`config.mk`:
```
export PLATFORM = sky130hd
export DESIGN_NAME = clock_gate_ctrl
export DESIGN_NICKNAME = d
export VERILOG_FILES = /design/src/rtl/cgc_pkg.sv /design/src/rtl/cgc_regif.sv /design/src/rtl/cgc_core_ctl.sv /design/src/rtl/cgc_periph_bank.sv /design/src/rtl/clock_gate_ctrl.sv
export SDC_FILE = /design/constraint.sdc
export NUM_CORES = 1
export LEC_CHECK = 0
export ABC_AREA = 1
export CAP_MARGIN = 0
export CORE_MARGIN = 2
export CORE_UTILIZATION = 38
export DETAILED_ROUTE_END_ITERATION = 10
export PLACE_DENSITY = 0.95
export SLEW_MARGIN = 20
export SYNTH_ARGS = -nofsm -noshare
export SYNTH_HDL_FRONTEND = slang
export SYNTH_SLANG_ARGS = --single-unit
```
`constraint.sdc`:
```
create_clock -name clk -period 1.4 [get_ports clk]
set_input_delay 0.14 -clock clk [delete_from_list [all_inputs] [get_ports clk]]
set_output_delay 0.14 -clock clk [all_outputs]
set_load 0.05 [all_outputs]
```
`src/rtl/cgc_pkg.sv`:
```
package cgc_pkg;

   // Register offsets (bytes)
   localparam logic [31:0] OFS_CORE_ON   = 32'h00;
   localparam logic [31:0] OFS_CORE_OFF  = 32'h04;
   localparam logic [31:0] OFS_CORE_STAT = 32'h08;
   localparam logic [31:0] OFS_PER_ON    = 32'h10;
   localparam logic [31:0] OFS_PER_OFF   = 32'h14;
   localparam logic [31:0] OFS_PER_STAT  = 32'h18;

   typedef enum logic [2:0] {
      SEL_NONE,
      SEL_CORE_ON,
      SEL_CORE_OFF,
      SEL_CORE_STAT,
      SEL_PER_ON,
      SEL_PER_OFF,
      SEL_PER_STAT
   } cgc_sel_e;

   function automatic cgc_sel_e cgc_decode(input logic [31:0] ofs);
      cgc_sel_e sel;
      case (ofs)
         OFS_CORE_ON:   sel = SEL_CORE_ON;
         OFS_CORE_OFF:  sel = SEL_CORE_OFF;
         OFS_CORE_STAT: sel = SEL_CORE_STAT;
         OFS_PER_ON:    sel = SEL_PER_ON;
         OFS_PER_OFF:   sel = SEL_PER_OFF;
         OFS_PER_STAT:  sel = SEL_PER_STAT;
         default:       sel = SEL_NONE;
      endcase
      return sel;
   endfunction

endpackage

```
`src/rtl/cgc_regif.sv`:
```
module cgc_regif
   import cgc_pkg::*;
#(
   parameter int unsigned ADDR_W     = 8,
   parameter int unsigned DATA_W     = 32,
   parameter int unsigned NUM_PERIPH = 16
) (
   input  logic                  bus_wr,
   input  logic                  bus_rd,
   input  logic [ADDR_W-1:0]     bus_addr,
   input  logic [DATA_W-1:0]     bus_wdata,
   output logic [DATA_W-1:0]     bus_rdata,
   input  logic                  core_en,
   input  logic                  core_pend,
   input  logic [NUM_PERIPH-1:0] per_en,
   output logic                  core_on_req,
   output logic                  core_off_req,
   output logic [NUM_PERIPH-1:0] per_on_mask,
   output logic [NUM_PERIPH-1:0] per_off_mask
);

   cgc_sel_e sel;

   assign sel = cgc_decode(32'(bus_addr));

   // Write side: only ones in the data act
   assign core_on_req  = bus_wr && (sel == SEL_CORE_ON)  && bus_wdata[0];
   assign core_off_req = bus_wr && (sel == SEL_CORE_OFF) && bus_wdata[0];
   assign per_on_mask  = (bus_wr && (sel == SEL_PER_ON))  ? bus_wdata[NUM_PERIPH-1:0] : '0;
   assign per_off_mask = (bus_wr && (sel == SEL_PER_OFF)) ? bus_wdata[NUM_PERIPH-1:0] : '0;

   // Upper data bits carry nothing
   generate
      if (DATA_W > NUM_PERIPH) begin : g_spare
         logic unused_hi;
         assign unused_hi = ^bus_wdata[DATA_W-1:NUM_PERIPH];
      end
   endgenerate

   // Read side: status only, zero elsewhere
   always_comb begin
      bus_rdata = '0;
      if (bus_rd) begin
         case (sel)
            SEL_CORE_STAT: bus_rdata = DATA_W'({core_pend, core_en});
            SEL_PER_STAT:  bus_rdata = DATA_W'(per_en);
            default:       bus_rdata = '0;
         endcase
      end
   end

endmodule

```
`src/rtl/cgc_core_ctl.sv`:
```
module cgc_core_ctl (
   input  logic clk,
   input  logic rst_n,
   input  logic on_req,
   input  logic off_req,
   input  logic irq_req,
   input  logic insn_done,
   output logic core_en,
   output logic stop_pend
);

   logic core_en_q, pend_q;
   logic core_en_d, pend_d;

   // Priority: wake, explicit enable, boundary stop, new request
   always_comb begin
      core_en_d = core_en_q;
      pend_d    = pend_q;
      if (irq_req || on_req) begin
         core_en_d = 1'b1;
         pend_d    = 1'b0;
      end else if (pend_q && insn_done) begin
         core_en_d = 1'b0;
         pend_d    = 1'b0;
      end else if (off_req && core_en_q) begin
         pend_d    = 1'b1;
      end
   end

   always_ff @(posedge clk or negedge rst_n) begin
      if (!rst_n) begin
         core_en_q <= 1'b1;
         pend_q    <= 1'b0;
      end else begin
         core_en_q <= core_en_d;
         pend_q    <= pend_d;
      end
   end

   assign core_en   = core_en_q;
   assign stop_pend = pend_q;

   assert_wake_R4: assert property (@(posedge clk) disable iff (!rst_n)
      irq_req |=> (core_en && !stop_pend));

   assert_enable_R2: assert property (@(posedge clk) disable iff (!rst_n)
      on_req |=> (core_en && !stop_pend));

   assert_stop_at_boundary_R3: assert property (@(posedge clk) disable iff (!rst_n)
      $fell(core_en) |-> $past(stop_pend && insn_done));

   assert_pend_while_running_R3: assert property (@(posedge clk) disable iff (!rst_n)
      stop_pend |-> core_en);

endmodule

```
`src/rtl/cgc_periph_bank.sv`:
```
module cgc_periph_bank #(
   parameter int unsigned NUM_PERIPH = 16,
   parameter int unsigned RSVD_LOW   = 2
) (
   input  logic                  clk,
   input  logic                  rst_n,
   input  logic [NUM_PERIPH-1:0] on_mask,
   input  logic [NUM_PERIPH-1:0] off_mask,
   output logic [NUM_PERIPH-1:0] per_en
);

   generate
      for (genvar i = 0; i < NUM_PERIPH; i++) begin : g_bit
         if (i >= RSVD_LOW) begin : g_impl
            logic en_q;
            always_ff @(posedge clk or negedge rst_n) begin
               if (!rst_n)
                  en_q <= 1'b0;
               else if (on_mask[i])
                  en_q <= 1'b1;   // enable wins
               else if (off_mask[i])
                  en_q <= 1'b0;
            end
            assign per_en[i] = en_q;

            assert_set_R5: assert property (@(posedge clk) disable iff (!rst_n)
               on_mask[i] |=> per_en[i]);

            assert_clear_now_R6: assert property (@(posedge clk) disable iff (!rst_n)
               (off_mask[i] && !on_mask[i]) |=> !per_en[i]);
         end else begin : g_rsvd
            logic unused_rsvd;
            assign unused_rsvd = on_mask[i] ^ off_mask[i];
            assign per_en[i]   = 1'b0;
         end
      end
   endgenerate

endmodule

```
`src/rtl/clock_gate_ctrl.sv`:
```
module clock_gate_ctrl #(
   parameter int unsigned ADDR_W     = 8,
   parameter int unsigned DATA_W     = 32,
   parameter int unsigned NUM_PERIPH = 16,
   parameter int unsigned RSVD_LOW   = 2
) (
   input  logic                  clk,
   input  logic                  rst_n,
   input  logic                  bus_wr,
   input  logic                  bus_rd,
   input  logic [ADDR_W-1:0]     bus_addr,
   input  logic [DATA_W-1:0]     bus_wdata,
   output logic [DATA_W-1:0]     bus_rdata,
   input  logic                  irq_req,
   input  logic                  insn_done,
   output logic                  core_clk_en,
   output logic                  core_stop_pend,
   output logic [NUM_PERIPH-1:0] periph_clk_en
);

   // Elaboration-time parameter checks
   generate
      if (ADDR_W < 5 || ADDR_W > 32) begin : g_bad_addr
         $error("clock_gate_ctrl: ADDR_W must lie in 5..32");
      end
      if (DATA_W < 2 || DATA_W < NUM_PERIPH) begin : g_bad_data
         $error("clock_gate_ctrl: DATA_W must hold NUM_PERIPH and the core status");
      end
      if (NUM_PERIPH < 1 || RSVD_LOW >= NUM_PERIPH) begin : g_bad_per
         $error("clock_gate_ctrl: RSVD_LOW must be below NUM_PERIPH");
      end
   endgenerate

   logic                  core_on_req, core_off_req;
   logic [NUM_PERIPH-1:0] per_on_mask, per_off_mask;

   cgc_regif #(
      .ADDR_W     (ADDR_W),
      .DATA_W     (DATA_W),
      .NUM_PERIPH (NUM_PERIPH)
   ) u_regif (
      .bus_wr       (bus_wr),
      .bus_rd       (bus_rd),
      .bus_addr     (bus_addr),
      .bus_wdata    (bus_wdata),
      .bus_rdata    (bus_rdata),
      .core_en      (core_clk_en),
      .core_pend    (core_stop_pend),
      .per_en       (periph_clk_en),
      .core_on_req  (core_on_req),
      .core_off_req (core_off_req),
      .per_on_mask  (per_on_mask),
      .per_off_mask (per_off_mask)
   );

   cgc_core_ctl u_core (
      .clk       (clk),
      .rst_n     (rst_n),
      .on_req    (core_on_req),
      .off_req   (core_off_req),
      .irq_req   (irq_req),
      .insn_done (insn_done),
      .core_en   (core_clk_en),
      .stop_pend (core_stop_pend)
   );

   cgc_periph_bank #(
      .NUM_PERIPH (NUM_PERIPH),
      .RSVD_LOW   (RSVD_LOW)
   ) u_periph (
      .clk      (clk),
      .rst_n    (rst_n),
      .on_mask  (per_on_mask),
      .off_mask (per_off_mask),
      .per_en   (periph_clk_en)
   );

   assert_periph_isolated_R9: assert property (@(posedge clk) disable iff (!rst_n)
      ((per_on_mask == '0) && (per_off_mask == '0)) |=> $stable(periph_clk_en));

endmodule

```
# Yosys cells after proc, flatten, opt, wreduce, memory -nomap -nowiden
# Cells that the tools add are included.
[totals]
ff_bits = 16
input_bits = 46
out_inout_bits = 50
elab_cells = 91
[classes]
n_eq_ne = 11
muxes = 38
reduce_logical = 26
[ops]
columns = ["cell", "count"]
rows = [
  ["1-bit 2-to-1 mux", 33],
  ["16-bit 2-to-1 mux", 2],
  ["32-bit 2-to-1 mux", 1],
  ["16-bit case mux with 2 select lines", 1],
  ["2-bit nonzero test", 15],
  ["8-bit by 5-bit == test with 1-bit output, second input constant", 3],
  ["3-bit case mux with 6 select lines", 1],
  ["3-bit == test, second input constant", 3],
  ["8-bit by 3-bit == test with 1-bit output, second input constant", 1],
  ["8-bit by 4-bit == test with 1-bit output, second input constant", 1],
  ["1-bit logical AND", 8],
  ["8-bit zero test", 1],
  ["3-bit by 2-bit == test with 1-bit output, second input constant", 2],
  ["3-bit by 1-bit == test with 1-bit output, second input constant", 1],
  ["3-bit nonzero test", 1],
  ["1-bit logical OR", 1],
]

# Longest topological paths before layout
[logic_depth]
depth_word = 9
depth_mapped = 9
ltp_nobuf = 8

# Modules after synthesis
# A second synthesis with hierarchy kept.
[unflattened]
cells_unflattened = 245
hier_area_um2 = 1571.5
[by_module_without_submodules]
columns = ["module", "instances", "cells_per_inst", "area_each_um2", "seq_area_each_um2"]
rows = [
  ["cgc_regif", 1, 149, 805.8, 0.0],
  ["cgc_periph_bank", 1, 87, 684.4, 350.3],
  ["cgc_core_ctl", 1, 9, 81.3, 51.3],
]

# Worst setup path before layout
# OpenSTA, ideal clock, no wires.
[synth_timing]
path_kind = "register to output"
startpoint = "reg u_core.core_en_q, in the netlist u_core.core_en"
endpoint = "out bus_rdata[0]"
t_arrival_ns = 1.439
required_time_ns = 1.260
path_slack_ns = -0.179
path_stages_with_launch = 3
n_path_buf = 0
path_cell_list = "dfstp_2 inv_1 nor2_1"
[synth_via]
elab_chain_len = 2
[synth_rtl]
columns = ["element", "line_no", "rtl"]
rows = [
  ["start, declared", "cgc_core_ctl.sv:12", "logic core_en_q, pend_q;"],
  ["start signal, assigned", "cgc_core_ctl.sv:35", "core_en_q <= core_en_d;"],
  ["16-bit case mux with 2 select lines", "cgc_regif.sv:44", "case (sel)"],
  ["32-bit 2-to-1 mux", "cgc_regif.sv:43", "if (bus_rd) begin"],
  ["end, declared", "clock_gate_ctrl.sv:13", "output logic [DATA_W-1:0] bus_rdata,"],
]
# No other way between the ends.

# Worst setup path after layout
[layout_timing]
startpoint = "in bus_addr[1]"
endpoint = "out bus_rdata[12]"
[layout_via]
elab_chain_len = 5
elab_cells_between_ends = 11
classes_between = "7 x eq/ne; 3 x mux; 1 x reduce/logical"
[layout_rtl]
columns = ["element", "line_no", "rtl"]
rows = [
  ["start, declared", "clock_gate_ctrl.sv:11", "input logic [ADDR_W-1:0] bus_addr,"],
  ["8-bit by 5-bit == test with 1-bit output (tied with other cells)", "cgc_pkg.sv:23", "case (ofs)"],
  ["3-bit case mux with 6 select lines *", "cgc_pkg.sv:23", ""],
  ["3-bit == test / 3-bit by 2-bit == test with 1-bit output (equally long branches)", "cgc_regif.sv:44", ""],
  ["16-bit case mux with 2 select lines *", "cgc_regif.sv:44", ""],
  ["32-bit 2-to-1 mux *", "cgc_regif.sv:43", ""],
]
# Every way passes the cells marked *; elsewhere a longest branch is shown, timed or not.

==> run summary <==
The tools report the total number of placement rows as 21. For the worst endpoint required time, the log shows 1260 ps. The detailed-route wire length per cell is 11.2 µm, and the end-of-flow core utilization is 66.3%.

Routability-driven placement finished with a final weighted congestion of 0.793. Leaving out fill and tap cells, the most frequent cells in the layout are sky130_fd_sc_hd__inv_1, sky130_fd_sc_hd__nand2_1, sky130_fd_sc_hd__buf_4. The number of buffers inserted during clock tree synthesis was 3. The number of vias per cell was 4.27. The clock network burns 24.6% of the power.

In this run, post-CTS hold repair placed 0 buffers. Setup repair after global routing could not meet its margin everywhere. Net switching is 36.1% of the power. The core box area was 3390 µm²; the highest clock rate was 0.719 GHz. Synthesis handed over a netlist of 196 instances. The number of distinct standard cells referenced by the synthesized netlist came out at 21. Highest-delay cell along the critical path: sky130_fd_sc_hd__nor2_4.

The final layout net count was 304. The setup slack after layout is 9.56 ps. The tools report the worst slack at placement as -431 ps. The library cell used as clock root buffer is sky130_fd_sc_hd__clkbuf_4. The synthesized area per cell was 6.96 µm².

The number of endpoints with negative hold slack in the final report came out at 0. Max-cap violations in this run came to 0. Before antenna repair, the detailed router went through 4 iterations. The critical path's most frequent cell is sky130_fd_sc_hd__nor2_4. The total vias in the final route is 1295, and the count of port buffers added during placement is 60.

The top-level I/O count came out at 96. The library cell used most frequently in the layout, excluding fill and tap cells, is sky130_fd_sc_hd__inv_1. The logs give 40.5% for the sequential share of power and 37 for the iteration-0 DRC count of the detailed router. IR analysis of the VDD net gives a maximum drop of 0.000521 V. The run gives 0 as the max-slew violation total from the final report. TritonCTS built the clock tree.

The run finished with clean final reports. The highest net fanout along the worst path is 6. The fraction of post-synthesis cell area in the top cell type by area is 27.5%. Entering global routing, the biggest net connects 17 pins.

During synthesis, Yosys emitted a total of 0 warnings. Synthesis inferred 16 register bits. For this run, the slowest stage of the critical path takes 160 ps.

The tightest min-delay check is of the in2async type. For the final setup skew, the log shows 0.00350 ps. The fraction of final layout cells sized beyond drive strength 1 works out to 38.9%. The number of global-route vias before repair was 1269.

The count of endpoints failing setup in the final report is 0. The tools report the clock network latency to the later pin of the worst-skew pair as 280 ps. After clock tree synthesis, the clock-pin slew on the worst setup and hold paths is 90 ps.

For this run, design rule violations remaining after detail routing come to 0. Once the floorplan was initialized, standard cells occupied 40.2% of the core. The run gives 3380 µm as the overall routed net length. For the share of power burned in combinational logic, the log shows 34.9%. The shortest period the worst path allows was 1390 ps.

The net switching component of the power is 440 µW. The logs give 4080 µm² for the area of the die and 1220 µW for the overall power after layout. The total power density per cell area is 542 nW/µm². Data arrives at the worst endpoint at 1250 ps. The signal on the critical path passes through buf_6, nor2_4, nand2_2, nor2_2, nor2_2, nor2_4, nand2_4, buf_12, nor2_4, buf_12. The mapped netlist covers 1360 µm². Placed wire-length estimate: 2830 µm. Yosys attributes the largest share of cell area to sky130_fd_sc_hd__dfrtp_1, sky130_fd_sc_hd__buf_4, sky130_fd_sc_hd__inv_1. Across all hold checks on the routed design, the worst slack comes to 164 ps.

The internal portion of the total power is 777 µW. Sequential elements use 29.4% of the synthesized area. For the overall global routing resource usage, the log shows 16.7%. In this run the static leakage power is 0.00117 µW. Summed over all layers, the global routing overflow is 0. 0 antenna diodes ended up in the layout. For the number of H-tree levels, the log shows 1. The final critical-path share of the clock period works out to 99.3%. The worst setup path is launched from a primary input. The maximum clock insertion buffer count is 2.

The number of clock sinks was 16. Of all cell types, the one taking the most synthesized area is sky130_fd_sc_hd__dfrtp_1. Compared with the post-synthesis result, the final layout area differs by 64.8%. The number of antenna violations at the first check in global routing is 0, and the global-route wire length before repair is 5450 µm. The nature of the critical path endpoint was an output port. The floorplan step set the die width to 63.9 µm.

Setup total negative slack on the finished layout was measured at 0 ps. The critical path is of the in2out type. The final antenna-violating net count was 0; the die extent in y was 63.9 µm.
==> synth_stat cells <==
| cell type | number |
|---|---|
| sky130_fd_sc_hd__inv_1 | 41 |
| sky130_fd_sc_hd__buf_4 | 32 |
| sky130_fd_sc_hd__nand2_1 | 28 |
| sky130_fd_sc_hd__nor2_1 | 28 |
| sky130_fd_sc_hd__dfrtp_1 | 15 |
| sky130_fd_sc_hd__nor2_2 | 10 |
| sky130_fd_sc_hd__o21ai_1 | 10 |
| sky130_fd_sc_hd__nor2_4 | 6 |
| sky130_fd_sc_hd__nand3_1 | 4 |
| sky130_fd_sc_hd__o21ai_0 | 4 |
| sky130_fd_sc_hd__inv_2 | 3 |
| sky130_fd_sc_hd__nand2_2 | 3 |
| sky130_fd_sc_hd__buf_6 | 2 |
| sky130_fd_sc_hd__nand2_4 | 2 |
| sky130_fd_sc_hd__nand3_2 | 2 |
| sky130_fd_sc_hd__a21oi_1 | 1 |
| sky130_fd_sc_hd__buf_2 | 1 |
| sky130_fd_sc_hd__conb_1 | 1 |
| sky130_fd_sc_hd__dfstp_2 | 1 |
| sky130_fd_sc_hd__nand3b_1 | 1 |
| sky130_fd_sc_hd__nor4_4 | 1 |
==> sequential cells by signal, summed over array words and instances (netlist names) <==
name                        count
u_core.core_en                  1
u_core.stop_pend                1
u_periph.g_bit.g_impl.en_q     14
==> layer usage <==
layer / GRT usage (%) / routed length (µm)
met3: 2.82 / 178
met2: 33.3 / 1930
met1: 17.0 / 1190
met5: 0 / 0
met4: 6.25 / 78
==> cell families after synthesis <==
| kind of cell | count (synthesis) | share of synthesized area, % |
|---|---|---|
| AO/OA/AOI/OAI | 15 | 5.50 |
| buffers and inverters | 79 | 31.7 |
| flip-flops | 16 | 29.4 |
| other | 1 | 0.275 |
| AND/OR/NAND/NOR | 85 | 33.0 |
==> metrics by stage <==
stage / instances / area (µm²)
global placement: 298 / 2170
global route: 303 / 2250
detailed placement: 298 / 2170
floorplan: 213 / 1470
finish: 303 / 2250
CTS: 302 / 2230
==> power groups by stage <==
stage / Clock (µW) / Combinational, µW / Sequential, µW
after floorplan: 0 / 317 / 499
final: 300 / 425 / 493
after detailed placement: 0 / 415 / 502
after CTS: 312 / 420 / 493
after global routing: 339 / 448 / 496
after global placement: 0 / 407 / 500
==> cell type report <==
type	count	area [µm²]
multi-input combinational	118	673
inverter	44	165
clock buffer	4	36.3
sequential	16	402
fill	265	1140
timing repair buffer	75	913
tap	46	57.6
==> worst max-delay path, delay by kind of cell <==
family / cells / cell delay [ps]
buf+inv: 3 / 400
simple gates: 7 / 710
==> path summary, 6_finish.rpt <==
path,start,endpoint,slack [ps],cells past startpoint
max in group asynchronous,rst_n,u_core.core_en,980,2
hold / removal,rst_n,u_periph.g_bit[10].g_impl.en_q,160,2
min in group clk,bus_addr[6],u_core.core_en,300,6
setup reg to reg,u_core.core_en,u_core.stop_pend,450,4
setup / recovery,bus_addr[1],bus_rdata[12],10,10
hold reg to reg,u_periph.g_bit[2].g_impl.en_q,u_periph.g_bit[2].g_impl.en_q,560,2
==> repair_timing <==
item,in CTS,in global routing
pin swaps,19,8
resized for setup,53,3
setup endpoints to repair,16,16
setup buffers,0,1
Note: power is estimated with default switching activity, not from simulation.
